<file path="src/rtl/rx_frame_splitter_pkg.sv">
package rx_frame_splitter_pkg;

  typedef enum logic [1:0] {
    ERR_NONE  = 2'd0,
    ERR_HDR   = 2'd1,
    ERR_LEN   = 2'd2,
    ERR_TRAIL = 2'd3
  } errKind_e;

  typedef enum logic [1:0] {
    ST_HDR,
    ST_PAY,
    ST_PAD,
    ST_DROP
  } parseState_e;

  // strobes from control to datapath
  typedef struct packed {
    logic     shiftHdr;
    logic     loadMtu;
    logic     loadLen;
    logic     stepPay;
    logic     emit;
    logic     emitLast;
    logic     emitErr;
    logic     raiseErr;
    errKind_e kind;
  } ctlStrobe_t;

  // status from datapath to control
  typedef struct packed {
    logic hdrBad;
    logic hdrTooLong;
    logic hdrZero;
    logic payFinal;
    logic lenOdd;
    logic slotFree;
  } dpStatus_t;

endpackage

</file>
<file path="src/rtl/rx_frame_splitter_dp.sv">
module rx_frame_splitter_dp
  import rx_frame_splitter_pkg::*;
#(
  parameter int LEN_W    = 11,
  parameter int DATA_W   = 8,
  parameter int DEF_MTU  = 1500,
  parameter int OVERHEAD = 18,
  parameter int CMP_OFS  = 16
) (
  input  logic              clk,
  input  logic              rstN,
  input  logic [DATA_W-1:0] inData,
  input  logic [LEN_W-1:0]  cfgMtu,
  input  logic              outReady,
  input  ctlStrobe_t        ctl,
  output dpStatus_t         st,
  output logic [DATA_W-1:0] outData,
  output logic              outValid,
  output logic              outFirst,
  output logic              outLast,
  output logic              outErr,
  output logic [LEN_W-1:0]  outLen,
  output logic              errPulse,
  output logic [1:0]        errKind
);

  localparam int HDR_KEEP = 3 * DATA_W;   // bytes held before the fourth arrives
  localparam int LIM_W    = LEN_W + 1;

  logic [HDR_KEEP-1:0] hdrReg;
  logic [LEN_W-1:0]    mtuReg;
  logic [LEN_W-1:0]    lenReg;
  logic [LEN_W-1:0]    remReg;
  logic                firstPend;

  logic [LEN_W-1:0] hdrLen;
  logic [LEN_W-1:0] hdrInv;
  logic [LIM_W-1:0] limit;

  // the fourth header byte is checked as it arrives, straight from the input
  assign hdrLen = hdrReg[LEN_W-1:0];
  assign hdrInv = LEN_W'({inData, hdrReg[HDR_KEEP-1:CMP_OFS]});
  assign limit  = LIM_W'(mtuReg) + LIM_W'(OVERHEAD);

  always_comb begin
    st.hdrBad     = (hdrInv != ~hdrLen);
    st.hdrTooLong = (LIM_W'(hdrLen) > limit);
    st.hdrZero    = (hdrLen == '0);
    st.payFinal   = (remReg == LEN_W'(1));
    st.lenOdd     = lenReg[0];
    st.slotFree   = !outValid || outReady;
  end

  always_ff @(posedge clk or negedge rstN) begin
    if (!rstN) begin
      hdrReg    <= '0;
      mtuReg    <= LEN_W'(DEF_MTU);
      lenReg    <= '0;
      remReg    <= '0;
      firstPend <= 1'b0;
    end else begin
      if (ctl.shiftHdr) hdrReg <= {inData, hdrReg[HDR_KEEP-1:DATA_W]};
      if (ctl.loadMtu)  mtuReg <= cfgMtu;
      if (ctl.loadLen) begin
        lenReg    <= hdrLen;
        remReg    <= hdrLen;
        firstPend <= 1'b1;
      end else begin
        if (ctl.stepPay) remReg <= remReg - LEN_W'(1);
        if (ctl.emit)    firstPend <= 1'b0;
      end
    end
  end

  // single output slot
  always_ff @(posedge clk or negedge rstN) begin
    if (!rstN) begin
      outValid <= 1'b0;
      outData  <= '0;
      outFirst <= 1'b0;
      outLast  <= 1'b0;
      outErr   <= 1'b0;
      outLen   <= '0;
    end else if (ctl.emit) begin
      outValid <= 1'b1;
      outData  <= inData;
      outFirst <= firstPend;
      outLast  <= ctl.emitLast;
      outErr   <= ctl.emitErr;
      outLen   <= lenReg;
    end else if (outReady) begin
      outValid <= 1'b0;
    end
  end

  always_ff @(posedge clk or negedge rstN) begin
    if (!rstN) begin
      errPulse <= 1'b0;
      errKind  <= ERR_NONE;
    end else begin
      errPulse <= ctl.raiseErr;
      errKind  <= ctl.raiseErr ? ctl.kind : ERR_NONE;
    end
  end

endmodule

</file>
<file path="src/rtl/rx_frame_splitter_ctl.sv">
module rx_frame_splitter_ctl
  import rx_frame_splitter_pkg::*;
#(
  parameter int HDR_BYTES = 4
) (
  input  logic       clk,
  input  logic       rstN,
  input  logic       inValid,
  input  logic       inLast,
  input  dpStatus_t  st,
  output logic       inReady,
  output ctlStrobe_t ctl
);

  localparam int IDX_W = $clog2(HDR_BYTES);
  localparam logic [IDX_W-1:0] IDX_END = IDX_W'(HDR_BYTES - 1);

  parseState_e      state, nextState;
  logic [IDX_W-1:0] hdrIdx;
  logic             xferStart;
  logic             accept;

  assign inReady = st.slotFree;
  assign accept  = inValid && st.slotFree;

  always_comb begin
    ctl       = '0;
    ctl.kind  = ERR_NONE;
    nextState = state;
    if (accept) begin
      unique case (state)
        ST_HDR: begin
          ctl.shiftHdr = 1'b1;
          ctl.loadMtu  = xferStart;
          if (inLast) begin
            ctl.raiseErr = 1'b1;
            ctl.kind     = ERR_TRAIL;
            nextState    = ST_HDR;
          end else if (hdrIdx == IDX_END) begin
            if (st.hdrBad) begin
              ctl.raiseErr = 1'b1;
              ctl.kind     = ERR_HDR;
              nextState    = ST_DROP;
            end else if (st.hdrTooLong) begin
              ctl.raiseErr = 1'b1;
              ctl.kind     = ERR_LEN;
              nextState    = ST_DROP;
            end else if (!st.hdrZero) begin
              ctl.loadLen = 1'b1;
              nextState   = ST_PAY;
            end
          end
        end
        ST_PAY: begin
          ctl.emit    = 1'b1;
          ctl.stepPay = 1'b1;
          if (st.payFinal) begin
            ctl.emitLast = 1'b1;
            if (inLast) begin
              nextState = ST_HDR;
              if (st.lenOdd) begin
                ctl.emitErr  = 1'b1;
                ctl.raiseErr = 1'b1;
                ctl.kind     = ERR_TRAIL;
              end
            end else begin
              nextState = st.lenOdd ? ST_PAD : ST_HDR;
            end
          end else if (inLast) begin
            ctl.emitLast = 1'b1;
            ctl.emitErr  = 1'b1;
            ctl.raiseErr = 1'b1;
            ctl.kind     = ERR_LEN;
            nextState    = ST_HDR;
          end
        end
        ST_PAD:  nextState = ST_HDR;
        ST_DROP: if (inLast) nextState = ST_HDR;
        default: nextState = ST_HDR;
      endcase
    end
  end

  always_ff @(posedge clk or negedge rstN) begin
    if (!rstN) begin
      state     <= ST_HDR;
      hdrIdx    <= '0;
      xferStart <= 1'b1;
    end else begin
      state <= nextState;
      if (accept) begin
        xferStart <= inLast;
        if (state == ST_HDR)
          hdrIdx <= (inLast || hdrIdx == IDX_END) ? '0 : hdrIdx + IDX_W'(1);
      end
    end
  end

endmodule

</file>
<file path="src/rtl/rx_frame_splitter.sv">
module rx_frame_splitter
  import rx_frame_splitter_pkg::*;
#(
  parameter int LEN_W   = 11,
  parameter int DEF_MTU = 1500
) (
  input  logic             clk,
  input  logic             rstN,
  input  logic [7:0]       inData,
  input  logic             inValid,
  input  logic             inLast,
  output logic             inReady,
  input  logic [LEN_W-1:0] cfgMtu,
  output logic [7:0]       outData,
  output logic             outValid,
  input  logic             outReady,
  output logic             outFirst,
  output logic             outLast,
  output logic             outErr,
  output logic [LEN_W-1:0] outLen,
  output logic             errPulse,
  output logic [1:0]       errKind
);

  ctlStrobe_t ctl;
  dpStatus_t  st;

  rx_frame_splitter_ctl #(.HDR_BYTES(4)) u_ctl (
    .clk     (clk),
    .rstN    (rstN),
    .inValid (inValid),
    .inLast  (inLast),
    .st      (st),
    .inReady (inReady),
    .ctl     (ctl)
  );

  rx_frame_splitter_dp #(
    .LEN_W   (LEN_W),
    .DATA_W  (8),
    .DEF_MTU (DEF_MTU)
  ) u_dp (
    .clk      (clk),
    .rstN     (rstN),
    .inData   (inData),
    .cfgMtu   (cfgMtu),
    .outReady (outReady),
    .ctl      (ctl),
    .st       (st),
    .outData  (outData),
    .outValid (outValid),
    .outFirst (outFirst),
    .outLast  (outLast),
    .outErr   (outErr),
    .outLen   (outLen),
    .errPulse (errPulse),
    .errKind  (errKind)
  );

endmodule

</file>
<file path="config.mk">
export PLATFORM = sky130hd
export DESIGN_NAME = rx_frame_splitter
export DESIGN_NICKNAME = d
export VERILOG_FILES = /design/src/rtl/rx_frame_splitter_pkg.sv /design/src/rtl/rx_frame_splitter_dp.sv /design/src/rtl/rx_frame_splitter_ctl.sv /design/src/rtl/rx_frame_splitter.sv
export SDC_FILE = /design/constraint.sdc
export NUM_CORES = 1
export LEC_CHECK = 0
export BUFFER_PORTS_ARGS = -buffer_cell sky130_fd_sc_hd__buf_2
export CORE_MARGIN = 2
export CORE_UTILIZATION = 52
export DETAILED_ROUTE_END_ITERATION = 8
export PLACE_DENSITY_LB_ADDON = 0.3
export SKIP_LAST_GASP = 1
export SLEW_MARGIN = 10
export SYNTH_ARGS = -nofsm -noshare
export SYNTH_HDL_FRONTEND = slang
export SYNTH_SLANG_ARGS = --single-unit
export TNS_END_PERCENT = 1
</file>
<file path="constraint.sdc">
create_clock -name clk -period 3.4 [get_ports clk]
set_input_delay 0.34 -clock clk [delete_from_list [all_inputs] [get_ports clk]]
set_output_delay 0.34 -clock clk [all_outputs]
set_load 0.02 [all_outputs]
</file>
Word level (Yosys, flattened, before mapping):

Index checks and enable logic that the tools add are counted.

* register bits: 89
* input bits: 24
* output and inout bits: 27
* logic and storage cells: 75

* $add $sub $neg: 3
* magnitude comparators: 1
* equality and inequality tests: 8
* mux-type cells: 35
* bitwise logic cells: 1
* reductions and logical operators: 11

Operator list (number)
* $mux 11: 2
* $mux 2: 11
* $mux 3: 5
* $add 11x5->12 const B: 1
* $gt 11x12->1: 1
* $mux 4: 3
* $eq 11x1->1 const B: 1
* $logic_not 11->1: 1
* $ne 11x11->1: 1
* $not 11->11: 1
* $sub 11x1->11 const B: 1
* $mux 10: 1
* $mux 5: 2
* $mux 1: 9
* $pmux 2 s4: 1
* $eq 2x2->1 const B: 3
* $pmux 3 s2: 1
* $reduce_bool 2->1: 3
* $ne 5x5->1 const B: 1
* $ne 3x2->1 const B: 1
* $reduce_and 3->1: 1
* $add 2x1->2 const B: 1
* $eq 2x1->1 const B: 1
* $logic_not 2->1: 1
* other kinds (4): 5

Depth between registers and ports, before layout:

* depth after elaboration: 10
* mapped depth: 13
* mapped depth without buffers: 12

Modules after synthesis:

Synthesis repeated with hierarchy kept, for this count alone.

* cells, all modules: 355
* area total of the unflattened synthesis: 4249.1 um^2

Modules (own cells, without submodules)
* rx_frame_splitter_dp: instances 1, cells each 303, area each 3793.6 um^2, sequential area each 2110.8 um^2
* rx_frame_splitter_ctl: instances 1, cells each 52, area each 455.4 um^2, sequential area each 126.4 um^2

Worst setup path before layout:

No wires, ideal clock.

* path type: register to register
* start: register u_dp.mtuReg[2]
* end: register u_dp.lenReg[0]
* library setup time: 125 ps
* data arrival time: 3032 ps
* required time: 3275 ps
* slack: 243 ps
* stages on the path, launching flop included: 13
* buffers on the path: 1
* clock period less this slack: 3157 ps
* path through: dfstp_2 > ha_1 > a21oi_1 > nor3b_1 > xnor2_1 > ha_1 > nand3_1 > nor3_1 > a2111o_1 > o21ai_1 > and3_1 > buf_2 > mux2_2

* cells in the longest elaborated chain, start to end: 8

Ends and longest elaborated chain
* start, declared: line rx_frame_splitter_dp.sv:31 `logic [LEN_W-1:0] mtuReg;`
* start signal, assigned: line rx_frame_splitter_dp.sv:57 `mtuReg <= LEN_W'(DEF_MTU);`
* start signal, assigned: line rx_frame_splitter_dp.sv:63 `if (ctl.loadMtu) mtuReg <= cfgMtu;`
* $add 11x5->12: line rx_frame_splitter_dp.sv:43 `assign limit = LIM_W'(mtuReg) + LIM_W'(OVERHEAD);`
* $gt 11x12->1: line rx_frame_splitter_dp.sv:47 `st.hdrTooLong = (LIM_W'(hdrLen) > limit);`
* $mux 1: line rx_frame_splitter_ctl.sv:44 `end else if (st.hdrTooLong) begin`
* $mux 1: line rx_frame_splitter_ctl.sv:40 `if (st.hdrBad) begin`
* $mux 1: line rx_frame_splitter_ctl.sv:39 `end else if (hdrIdx == IDX_END) begin`
* $mux 1: line rx_frame_splitter_ctl.sv:35 `if (inLast) begin`
* $mux 3: line rx_frame_splitter_ctl.sv:31 `unique case (state)`
* $mux 10: line rx_frame_splitter_ctl.sv:30 `if (accept) begin`
* end signal, assigned: line rx_frame_splitter_dp.sv:65 `lenReg <= hdrLen;`
* end, declared: line rx_frame_splitter_dp.sv:32 `logic [LEN_W-1:0] lenReg;`

Every way passes these cells.
A chain may end at the register's enable or synchronous reset.

Final worst setup path:

* start: register u_dp.mtuReg[3]
* end: register u_dp.remReg[1]

* cells in the longest elaborated chain, start to end: 9
* elaborated cells between the ends (all ways): 10
* those cells by class: add/sub (1); order compare (1); mux (7); reduce/logical (1)

Ends and longest elaborated chain
* $add 11x5->12 (*): line rx_frame_splitter_dp.sv:43
* $gt 11x12->1 (*): line rx_frame_splitter_dp.sv:47
* $mux 1 (*): line rx_frame_splitter_ctl.sv:44
* $mux 1 (*): line rx_frame_splitter_ctl.sv:40
* $mux 1 (*): line rx_frame_splitter_ctl.sv:39
* $mux 1 (*): line rx_frame_splitter_ctl.sv:35
* $mux 3 (*): line rx_frame_splitter_ctl.sv:31
* $mux 10 (*): line rx_frame_splitter_ctl.sv:30
* $mux 11 / $reduce_bool 2->1 (equally long branches)
* end signal, assigned: line rx_frame_splitter_dp.sv:66 `remReg <= hdrLen;`
* end signal, assigned: line rx_frame_splitter_dp.sv:69 `if (ctl.stepPay) remReg <= remReg - LEN_W'(1);`
* end, declared: line rx_frame_splitter_dp.sv:33 `logic [LEN_W-1:0] remReg;`

Mark *: on every way between the ends. The rest lies on a longest branch, timed or not.

==> impl_metrics.json <==
{
  "antenna_cells_inserted": 0,
  "syn_avg_cell_area_um2": 11.9,
  "worst_skew_pair.late_latency_ns": 0.36,
  "number_of_synthesized_flops_with_an_enable_pin": 0,
  "die-height_um": 95.3,
  "rsz0062_at_grt": "no",
  "final_area_um2": 4960,
  "r2r_cells": 13,
  "cts_setup_buffers": 0,
  "cts_resized": 0,
  "setup.worst_path.end_class": "flip-flop",
  "htree_num_levels": 3,
  "floorplan.die.width_um": 95.3,
  "grt_pass1_wl_um": 14200,
  "max-clock-path-buffers": 2,
  "dominantRegCellSynth": "sky130_fd_sc_hd__dfrtp_1",
  "synthToLayoutAreaGrowth_pct": 14.5,
  "pwr_density_cell_nw_per_um2": 900,
  "grt_max_degree": 57,
  "ys_warn_count": 0,
  "die_area_um2": 9080,
  "worst_r2r_endpoint": "u_dp.remReg[1]",
  "worst-endpoint-required_ns": 3.65,
  "detailedPlacementHpwl_um": 6160,
  "hold_buffers": 0,
  "kind_of_start_point_of_the_critical_path": "flip-flop",
  "coreArea_um2": 8130,
  "io_buffer_count": 50,
  "worstPathMaxFanout": 7,
  "gr-usage-all-layers_pct": 20.7,
  "tightest_slew_ns": 0.686,
  "vias_in_the_first_global_route": 2933,
  "post_synth_inst_count": 365,
  "vias_per_cell": 5.62,
  "rrSetupSlack_ns": 0.23,
  "slew-limit-headroom_pct": 54.3,
  "cell_area_synth_um2": 4330,
  "pin_count": 51,
  "global_route.overflow_total": 0,
  "finalCriticalPeriod_ns": 3.17,
  "detailroute.via_count": 2985,
  "ys_top_cells_by_area": "sky130_fd_sc_hd__dfrtp_1, sky130_fd_sc_hd__mux2_2, sky130_fd_sc_hd__dfstp_2",
  "worstSetupPathType": "flip-flop to flip-flop",
  "num_rows": 33,
  "setup_tns_ns": 0,
  "drive_above_1_share_pct": 36.4,
  "clock.fmax_mhz": 316,
  "crit_chain": "and3_1 > nor2_1 > nor2_1 > nand3_1 > xor2_1 > ha_1 > nand3_1 > nor3_1 > a21boi_0 > o21ai_2 > and3_1 > buf_4 > a211o_1",
  "tritoncts_clock_tree": "built",
  "clk_pin_slew_worst_paths_ns": 0.09,
  "synth_area_leader_cell": "sky130_fd_sc_hd__dfrtp_1",
  "final.fill_count": 637,
  "detail_route.first_pass.iterations": 5,
  "worstSetupStartpoint": "u_dp.mtuReg[3]",
  "ant_nets": 0,
  "finish.net_count": 460,
  "tritoncts_buffer_count": 9,
  "sequential_cell_area_um2": 2240,
  "synthDominantCellAreaShare_pct": 46.8,
  "report.final.hold_viol_count": 0,
  "cpMaxStageDelayCell": "sky130_fd_sc_hd__dfstp_2",
  "critical_path.reg2reg.startpoint": "u_dp.mtuReg[3]",
  "path_category_of_the_worst_min_delay_check": "input port to asynchronous set/reset pin",
  "first_iter_violations": 143,
  "worstPathBufferInverterCount": 1,
  "clock-skew-final_ns": 0.00898,
  "area_used_by_multi_input_combinational_logic_um2": 2010,
  "floorplan.initialDensity_pct": 53.3,
  "cpLargestDelayFamily": "simple AND/OR/NAND/NOR gates",
  "setup_viol_count_final": 0,
  "outcome": "completed",
  "netlist_top_cells_count": "sky130_fd_sc_hd__dfrtp_1, sky130_fd_sc_hd__mux2_2, sky130_fd_sc_hd__nand2_1",
  "max_cap_check_violation_count": 0,
  "crit_path_max_incr_delay_ns": 0.57,
  "drv_slew": 0,
  "yosysSeqAreaShare_pct": 51.6,
  "drt_drc_violations_left": 0,
  "gpl.final_weighted_congestion": 0.863,
  "drt-total-wl_um": 8540,
  "power_mw": 4.46,
  "dpl-instance-area_um2": 4730,
  "synth_cell_type_count": 47,
  "leakage_nw": 2.35,
  "synth_async_sr_flop_share_pct": 100,
  "synth.most_common_cell": "sky130_fd_sc_hd__dfrtp_1",
  "grt_antenna_before_repair": 0,
  "final.period_utilization_pct": 93.2,
  "routedWlPerCell_um": 16.1,
  "clock-root-buffer": "sky130_fd_sc_hd__clkbuf_8",
  "cp.arrival_ns": 3.42,
  "max-vdd-ir-drop_mv": 0.537,
  "synthesis.nets": 404,
  "synth_seq_cells": 89,
  "tritoncts_num_sinks": 89
}
-- state kept, by name, indices dropped and copies added, names as in the netlist, 2 cells and up --
signal	cells
u_ctl.hdrIdx	2
u_ctl.state	2
u_dp.errKind	2
u_dp.hdrReg	24
u_dp.lenReg	11
u_dp.mtuReg	11
u_dp.outData	8
u_dp.outLen	11
u_dp.remReg	11
-- layout make-up --
type / instances / share of cell area, %
clock buffers: 9 / 2.50
clock inverters: 7 / 1.99
inverters: 11 / 0.832
multi-input cells: 251 / 40.5
flip-flops and latches: 89 / 45.1
well taps: 105 / 2.65
repair buffers: 59 / 6.46
-- routing by layer --
metal  global-route usage, %  part of all wire (%)
met1                    27.4                    45
met2                    33.9                    49
met3                    3.48                   4.2
met4                    8.57                   1.8
met5                       0                     0
-- power breakdown --
group | switching, mW | internal [mW] | total (mW) | leakage, nW
Combinational | 0.909 | 0.866 | 1.78 | 1.13
Clock | 0.388 | 0.422 | 0.809 | 0.116
Sequential | 0.420 | 1.46 | 1.88 | 1.11
Total | 1.72 | 2.75 | 4.46 | 2.35
-- through the flow --
stage	hold slack (ns)	worst slack, ns	std cells	util, %
global placement	0.434	0.271	515	58.1
detailed placement	0.439	0.166	515	58.1
CTS	0.0419	0.129	531	60.9
floorplan	0.0444	0.243	365	-
finish	0.0193	0.232	531	61.0
global route	0.0738	0.0239	531	61.0
-- worst max-delay path by stage --
stage	endpoint	slack (ns)	depth (start not counted)
2_1_floorplan	u_dp.lenReg[0]	0.24	12
3_3_place_gp	u_dp.lenReg[5]	0.27	12
3_5_place_dp	u_dp.remReg[5]	0.17	12
4_1_cts	u_dp.remReg[5]	0.13	12
5_1_grt	u_dp.remReg[10]	0.02	13
6_report	u_dp.remReg[1]	0.23	13
-- placed cells by master (no fill, tap or decap), types with 3 or more instances in the layout --
master and n:
sky130_fd_sc_hd__a211o_1 3, sky130_fd_sc_hd__a21oi_1 19, sky130_fd_sc_hd__nand3_1 8, sky130_fd_sc_hd__buf_4 10, sky130_fd_sc_hd__xnor2_1 10, sky130_fd_sc_hd__mux2_2 63, sky130_fd_sc_hd__nand2_1 24, sky130_fd_sc_hd__nor4_1 4
sky130_fd_sc_hd__xor2_1 14, sky130_fd_sc_hd__and2_1 4, sky130_fd_sc_hd__inv_1 11, sky130_fd_sc_hd__and4_1 3, sky130_fd_sc_hd__or4_1 4, sky130_fd_sc_hd__dfrtp_1 81, sky130_fd_sc_hd__nor2b_1 3, sky130_fd_sc_hd__buf_2 49
sky130_fd_sc_hd__o21ai_0 14, sky130_fd_sc_hd__ha_1 15, sky130_fd_sc_hd__dfstp_2 8, sky130_fd_sc_hd__clkbuf_8 9, sky130_fd_sc_hd__nor2_1 13, sky130_fd_sc_hd__a41oi_1 4, sky130_fd_sc_hd__nand4_1 5, sky130_fd_sc_hd__nor3_1 10
-- cells by family after synthesis --
group	synth area share (%)
AOI/OAI and AO/OA	8.61
xor gates and xnor gates	4.85
adders and majority gates	4.33
buffers and inverters	2.28
DFF	51.6
muxes	16.6
and+or+nand+nor	11.7
No activity file was read; power rests on OpenSTA's default activity.
